$ cat config.mk
export PLATFORM = sky130hd
export DESIGN_NAME = ptWalker
export DESIGN_NICKNAME = d
export VERILOG_FILES = /design/src/rtl/ptw_pkg.sv /design/src/rtl/ptwDatapath.sv /design/src/rtl/ptwControl.sv /design/src/rtl/ptWalker.sv
export SDC_FILE = /design/constraint.sdc
export NUM_CORES = 1
export LEC_CHECK = 0
export ABC_AREA = 0
export BUFFER_PORTS_ARGS = -buffer_cell sky130_fd_sc_hd__buf_4
export CORE_ASPECT_RATIO = 0.9
export CORE_UTILIZATION = 30
export CTS_CLUSTER_DIAMETER = 100
export DETAILED_ROUTE_END_ITERATION = 16
export SYNTH_ARGS = -nofsm -noshare
export SYNTH_HDL_FRONTEND = slang
export SYNTH_SLANG_ARGS = --single-unit
$ cat constraint.sdc
create_clock -name clk -period 2.8 [get_ports clk]
set_input_delay 0.42 -clock clk [delete_from_list [all_inputs] [get_ports clk]]
set_output_delay 0.42 -clock clk [all_outputs]
set_load 0.01 [all_outputs]
$ cat src/rtl/ptw_pkg.sv
package ptw_pkg;
  // Entry layout: physical page number sits above the page offset bits.
  localparam int unsigned PTE_W     = 32;
  localparam int unsigned BIT_RD    = 0;
  localparam int unsigned BIT_WR    = 1;
  localparam int unsigned BIT_DIRTY = 2;
  localparam int unsigned BIT_VALID = 3;
  localparam int unsigned BIT_REF   = 4;

  typedef enum logic [2:0] {
    ST_IDLE,
    ST_RDREQ,
    ST_RDWAIT,
    ST_WRREQ,
    ST_DONE
  } walkState_t;

  // Strobes from control to datapath.
  typedef struct packed {
    logic latchReq;
    logic latchEntry;
    logic done;
  } ctrlStrobes_t;

  // Verdict on the entry currently on the response bus.
  typedef struct packed {
    logic pageFault;
    logic protFault;
    logic needWb;
  } checkResult_t;
endpackage

$ cat src/rtl/ptwDatapath.sv
module ptwDatapath
  import ptw_pkg::*;
#(
  parameter int unsigned VA_W  = 32,
  parameter int unsigned PA_W  = 32,
  parameter int unsigned OFF_W = 12
) (
  input  logic               clk,
  input  logic               rstN,
  input  logic               baseWrEn,
  input  logic [PA_W-1:0]    baseWrData,
  input  logic [VA_W-1:0]    reqVaddr,
  input  logic               reqWrite,
  input  ctrlStrobes_t       strobes,
  input  logic [PTE_W-1:0]   memRspData,
  output checkResult_t       rspCheck,
  output logic [PA_W-1:0]    memReqAddr,
  output logic [PTE_W-1:0]   memReqWdata,
  output logic [PA_W-1:0]    donePaddr,
  output logic               donePageFault,
  output logic               doneProtFault
);
  localparam int unsigned VPN_W = VA_W - OFF_W;
  localparam int unsigned PPN_W = PA_W - OFF_W;

  logic [PA_W-1:0]  baseReg;
  logic [PA_W-1:0]  entryAddrReg;
  logic [OFF_W-1:0] vOffReg;
  logic             isWriteReg;
  logic [PPN_W-1:0] ppnReg;
  logic [PTE_W-1:0] newEntryReg;
  logic             pageFaultReg;
  logic             protFaultReg;

  logic [PA_W-1:0]  entryOffset;
  logic [PTE_W-1:0] updEntry;
  logic             permOk;

  // Entries are 4 bytes, so the index is scaled by 4.
  assign entryOffset = PA_W'({reqVaddr[VA_W-1:OFF_W], 2'b00});

  always_comb begin
    updEntry            = memRspData;
    updEntry[BIT_REF]   = 1'b1;
    if (isWriteReg) updEntry[BIT_DIRTY] = 1'b1;
    permOk              = isWriteReg ? memRspData[BIT_WR] : memRspData[BIT_RD];
    rspCheck.pageFault  = !memRspData[BIT_VALID];
    rspCheck.protFault  = memRspData[BIT_VALID] && !permOk;
    rspCheck.needWb     = memRspData[BIT_VALID] && permOk && (updEntry != memRspData);
  end

  always_ff @(posedge clk or negedge rstN) begin
    if (!rstN) begin
      baseReg <= '0;
    end else if (baseWrEn) begin
      baseReg <= baseWrData;
    end
  end

  always_ff @(posedge clk or negedge rstN) begin
    if (!rstN) begin
      entryAddrReg <= '0;
      vOffReg      <= '0;
      isWriteReg   <= 1'b0;
    end else if (strobes.latchReq) begin
      entryAddrReg <= baseReg + entryOffset;
      vOffReg      <= reqVaddr[OFF_W-1:0];
      isWriteReg   <= reqWrite;
    end
  end

  always_ff @(posedge clk or negedge rstN) begin
    if (!rstN) begin
      ppnReg       <= '0;
      newEntryReg  <= '0;
      pageFaultReg <= 1'b0;
      protFaultReg <= 1'b0;
    end else if (strobes.latchEntry) begin
      ppnReg       <= memRspData[OFF_W +: PPN_W];
      newEntryReg  <= updEntry;
      pageFaultReg <= rspCheck.pageFault;
      protFaultReg <= rspCheck.protFault;
    end
  end

  logic anyFault;
  assign anyFault      = pageFaultReg || protFaultReg;
  assign memReqAddr    = entryAddrReg;
  assign memReqWdata   = newEntryReg;
  assign donePageFault = strobes.done && pageFaultReg;
  assign doneProtFault = strobes.done && protFaultReg;
  assign donePaddr     = (strobes.done && !anyFault) ? {ppnReg, vOffReg} : '0;

  // Number of VPN bits kept for reference by derived widths.
  localparam int unsigned SHIFTED_W = VPN_W + 2;
  if (SHIFTED_W > PA_W) begin : g_trunc_note
    // Upper index bits beyond the physical width wrap; no extra logic.
  end
endmodule

$ cat src/rtl/ptwControl.sv
module ptwControl
  import ptw_pkg::*;
(
  input  logic         clk,
  input  logic         rstN,
  input  logic         reqValid,
  output logic         reqReady,
  output logic         busy,
  input  logic         memReqReady,
  input  logic         memRspValid,
  input  checkResult_t rspCheck,
  output ctrlStrobes_t strobes,
  output logic         memReqValid,
  output logic         memReqWrite,
  output logic         doneValid
);
  walkState_t state, nextState;

  always_ff @(posedge clk or negedge rstN) begin
    if (!rstN) state <= ST_IDLE;
    else       state <= nextState;
  end

  always_comb begin
    nextState   = state;
    strobes     = '0;
    reqReady    = 1'b0;
    memReqValid = 1'b0;
    memReqWrite = 1'b0;
    doneValid   = 1'b0;
    unique case (state)
      ST_IDLE: begin
        reqReady = 1'b1;
        if (reqValid) begin
          strobes.latchReq = 1'b1;
          nextState        = ST_RDREQ;
        end
      end
      ST_RDREQ: begin
        memReqValid = 1'b1;
        if (memReqReady) nextState = ST_RDWAIT;
      end
      ST_RDWAIT: begin
        if (memRspValid) begin
          strobes.latchEntry = 1'b1;
          nextState          = rspCheck.needWb ? ST_WRREQ : ST_DONE;
        end
      end
      ST_WRREQ: begin
        memReqValid = 1'b1;
        memReqWrite = 1'b1;
        if (memReqReady) nextState = ST_DONE;
      end
      ST_DONE: begin
        strobes.done = 1'b1;
        doneValid    = 1'b1;
        nextState    = ST_IDLE;
      end
      default: nextState = ST_IDLE;
    endcase
  end

  assign busy = (state != ST_IDLE);
endmodule

$ cat src/rtl/ptWalker.sv
module ptWalker
  import ptw_pkg::*;
#(
  parameter int unsigned VA_W  = 32,
  parameter int unsigned PA_W  = 32,
  parameter int unsigned OFF_W = 12
) (
  input  logic              clk,
  input  logic              rstN,
  input  logic              baseWrEn,
  input  logic [PA_W-1:0]   baseWrData,
  input  logic              reqValid,
  output logic              reqReady,
  input  logic [VA_W-1:0]   reqVaddr,
  input  logic              reqWrite,
  output logic              busy,
  output logic              doneValid,
  output logic [PA_W-1:0]   donePaddr,
  output logic              donePageFault,
  output logic              doneProtFault,
  output logic              memReqValid,
  input  logic              memReqReady,
  output logic              memReqWrite,
  output logic [PA_W-1:0]   memReqAddr,
  output logic [PTE_W-1:0]  memReqWdata,
  input  logic              memRspValid,
  input  logic [PTE_W-1:0]  memRspData
);
  ctrlStrobes_t strobes;
  checkResult_t rspCheck;

  ptwControl uCtrl (
    .clk         (clk),
    .rstN        (rstN),
    .reqValid    (reqValid),
    .reqReady    (reqReady),
    .busy        (busy),
    .memReqReady (memReqReady),
    .memRspValid (memRspValid),
    .rspCheck    (rspCheck),
    .strobes     (strobes),
    .memReqValid (memReqValid),
    .memReqWrite (memReqWrite),
    .doneValid   (doneValid)
  );

  ptwDatapath #(.VA_W(VA_W), .PA_W(PA_W), .OFF_W(OFF_W)) uDp (
    .clk           (clk),
    .rstN          (rstN),
    .baseWrEn      (baseWrEn),
    .baseWrData    (baseWrData),
    .reqVaddr      (reqVaddr),
    .reqWrite      (reqWrite),
    .strobes       (strobes),
    .memRspData    (memRspData),
    .rspCheck      (rspCheck),
    .memReqAddr    (memReqAddr),
    .memReqWdata   (memReqWdata),
    .donePaddr     (donePaddr),
    .donePageFault (donePageFault),
    .doneProtFault (doneProtFault)
  );
endmodule

==> flow_summary_export.csv <==
group,metric,value,unit
synth,syn_inst,535,
floorplan,ios,206,
timing,fin_tns_setup,0,ns
setup_path,r2r_end,"uDp.memReqAddr[26]$_DFFE_PN0P_",
outcome,status,"finished clean",
grt,grt_overflow,0,
setup_path,rrSetupSlack,0.37,ns
synth,synth-edff-count,0,
cells_and_area,diodes,0,
timing,min_period,2.43,ns
route,vias_per_cell,4.68,
placed_design,gp_congestion,0.795,
setup_path,reg2reg_from,"uDp.baseReg[2]$_DFFE_PN0P_",
floorplan,die_w,150,um
setup_path,setup.worst_path.end_class,"flop",
floorplan,start_util,30.8,%
setup_path,timing.critical_path.buf_inv,1,
power_and_ir_drop,power.internal,5.39,mW
cells_and_area,final-instance-count-excl-fill,1000,
power_and_ir_drop,p_comb_share,35.5,%
power_and_ir_drop,clockPowerShare,30.0,%
setup_path,crit_family,"compound AO/OA/AOI/OAI gates",
route,remaining_drc_errors,0,
cells_and_area,seqCellArea,0.00285,sq mm
grt,grt_max_degree,56,
clocking,ctsResizeCount,0,
route,ant_nets,0,
power_and_ir_drop,pwr-share-seq,34.5,%
setup_path,critPathMaxFanout,6,
route,vias,4678,
synth,synth.area.top_cells,"dfrtp_1 48%, mux2_2 15%, ha_1 4.2%",
synth,synth.net_count,659,
cells_and_area,fillerInstances,1856,
clocking,clock_latency,0.41,ns
synth,async_flop_share,100,%
clocking,post_cts_buffers,0,
clocking,root_buffer,"clkbuf_16",
setup_path,worst_setup_path_start_kind,"flop",
synth,synth-seq-area-share,48.0,%
power_and_ir_drop,ir_drop,0.411,mV
synth,synth_top_area_cell,"dfrtp_1",
clocking,cts-buffers-inserted,17,
timing,maxSlewHeadroom,51.0,%
clocking,clk_pin_slew,0.05,ns
clocking,cts_buffer_depth,2,
grt,grt_usage,15.4,%
setup_path,path_cells,"ha_1, inv_1, fa_1, nor2b_1, o31a_1, o21ai_2, a2111oi_4, o211ai_1, xor2_1, o21ai_1",
synth,synth_cell_type_count,59,
placed_design,place_hpwl,11600,um
cells_and_area,nNetsFinal,861,
cells_and_area,multiInputGateArea,0.00285,sq mm
setup_path,cp.arrival,2.77,ns
timing,finalMaxSlewViolations,0,
synth,yosysWarnings,0,
power_and_ir_drop,switching_power,2.54,mW
setup_path,critPathRequiredTime,3.14,ns
placed_design,numPortBuffers,205,
grt,grt_pass1_wl,23900,um
route,first_iter_violations,226,
setup_path,r2r_cells,10,
setup_path,cpPeakStageDelay,0.44,ns
power_and_ir_drop,leakage,3.86,nW
floorplan,core.rowCount,48,
timing,rsz0062_at_grt,"false",
timing,finalCritPeriodShare,86.7,%
synth,synthTopCellsByCount,"114 x dfrtp_1, 77 x mux2_2, 42 x nand2_1, 34 x and2_1, 29 x a21oi_1",
synth,syn_area_per_cell,11.1,sq um
setup_path,cp_slowest_cell,"a2111oi_4",
setup_path,worstSetupPathType,"reg -> reg",
power_and_ir_drop,switching_share,32.0,%
floorplan,dieArea,0.0204,sq mm
grt,antenna_found_initial,0,
timing,fin_skew,0.00854,ns
cells_and_area,final_layout_size_suffix_gt1_share,45.7,%
floorplan,fp.dieH,136,um
floorplan,core,0.0193,sq mm
synth,ys_ff_latch,114,
timing,worst_slew_pin_slew,0.735,ns
job,maxCapViolCount,0,
synth,ys.flop_type,"dfrtp_1",
timing,finalSetupViolations,0,
synth,synth_area,0.00595,sq mm
worst_hold_path,hp-class,"in -> async",
grt,grt_pass1_vias,4589,
timing,hold_viol,0,
placed_design,placed_cells,968,
route,drt_wl_total,15400,um
synth,yosysMostFrequentCell,"dfrtp_1",
clocking,hold_buffers,0,
clocking,clkSinkCount,114,
route,first_pass_iters,4,
cells_and_area,syn_to_final_growth,40.1,%
timing,fmax,412,MHz
route,wl_per_cell,15.4,um
synth,synth_top_cell_area_share,48.0,%
power_and_ir_drop,design_power_total,7.93,mW
power_and_ir_drop,power_density,952,mW/mm^2
clocking,tritoncts,"built",
clocking,htree_num_levels,4,
## cells by family after synthesis
logic type               after synthesis  synth area share, %
XOR/XNOR                              25                 3.68
multiplexers                          78                 14.7
flip-flops                           114                 48.0
AND/OR/NAND/NOR                      140                 12.2
AO/OA/AOI/OAI                        113                 12.4
buffers and inverters                 44                 4.46
adder cells (fa/ha/maj)               21                 4.54
## cell usage in the layout (no fill, tap or decap), types with 3 or more instances in the layout
master | Yosys | final
bufinv_16 | 0 | 5
a21oi_1 | 29 | 29
and2_1 | 34 | 34
clkinvlp_4 | 0 | 3
a31oi_1 | 5 | 5
nand3_1 | 7 | 7
xor2_1 | 11 | 11
o21ai_0 | 25 | 25
clkinv_2 | 0 | 4
nor2_1 | 22 | 22
a211oi_1 | 6 | 6
nor2b_1 | 6 | 6
o21a_1 | 3 | 3
xnor2_1 | 14 | 14
clkbuf_16 | 0 | 17
mux2_2 | 77 | 77
buf_4 | 1 | 213
o21bai_1 | 4 | 4
nand4_1 | 9 | 9
dfrtp_1 | 114 | 114
o21ai_1 | 16 | 16
inv_1 | 13 | 13
ha_1 | 20 | 20
nand2_1 | 42 | 42
a21o_1 | 5 | 5
## worst register-to-register path: stages, from the launching register on
cell,delay [ns]
dfrtp_1,0.34
ha_1,0.18
inv_1,0.06
fa_1,0.40
nor2b_1,0.18
o31a_1,0.18
o21ai_2,0.13
a2111oi_4,0.44
o211ai_1,0.17
xor2_1,0.16
o21ai_1,0.11
## area by class of cell
cell class / instances / share of cell area, %
Clock buffer: 18 / 5.27
Multi-Input combinational cell: 377 / 34.2
Tap cell: 250 / 3.75
Timing Repair Buffer: 214 / 19.4
Inverter: 13 / 0.586
Clock inverter: 14 / 2.52
Sequential cell: 114 / 34.2
## stage by stage
stage	area (sq um)	util, %	worst slack, ns	hold slack, ns
finish	8330	43.2	0.373	0.0788
global route	8330	43.2	0.171	0.127
CTS	8330	43.2	0.323	0.0941
detailed placement	7680	39.8	0.212	0.453
global placement	7680	39.8	0.246	0.456
floorplan	5950	-	0.525	0.124
## metal layers
layer,up-vias,wire [um],global-route usage (%),part of all wire [%]
met4,0,134,4.60,0.87
met1,2191,6840,19.8,44
met5,-,0,0,0
li1,2287,-,-,-
met2,189,7170,24.7,47
met3,11,1240,4.85,8.1
## sequential cells by signal, indices dropped and copies added, names as in the netlist
register	flops
uDp.isWriteReg	1
uDp.pageFaultReg	1
uDp.protFaultReg	1
uDp.vOffReg	12
uDp.memReqWdata	12
uDp.ppnReg	20
uCtrl.state	3
uDp.memReqAddr	32
uDp.baseReg	32
## worst max path at each step
stage                                     startpoint                              to  cells after the start  slack [ns]
after CTS                 uCtrl.state[1]$_DFFE_PN0P_                   donePaddr[20]                      6        0.32
after detailed placement                reqVaddr[12]  uDp.memReqAddr[26]$_DFFE_PN0P_                     11        0.21
after global routing      uDp.baseReg[8]$_DFFE_PN0P_  uDp.memReqAddr[29]$_DFFE_PN0P_                      8        0.17
after floorplan                         reqVaddr[12]  uDp.memReqAddr[26]$_DFFE_PN0P_                     10        0.53
final                     uDp.baseReg[2]$_DFFE_PN0P_  uDp.memReqAddr[26]$_DFFE_PN0P_                     10        0.37
after global placement                  reqVaddr[12]  uDp.memReqAddr[26]$_DFFE_PN0P_                     11        0.25
## power by group through the flow
stage	Sequential, mW	Combinational (mW)	Clock [mW]
floorplan	2.83	1.44	0
global placement	2.76	2.81	0
detailed placement	2.78	2.85	0
CTS	2.75	2.86	2.43
global route	2.83	3.09	2.52
finish	2.74	2.81	2.38
(Power assumes the default switching activity.)
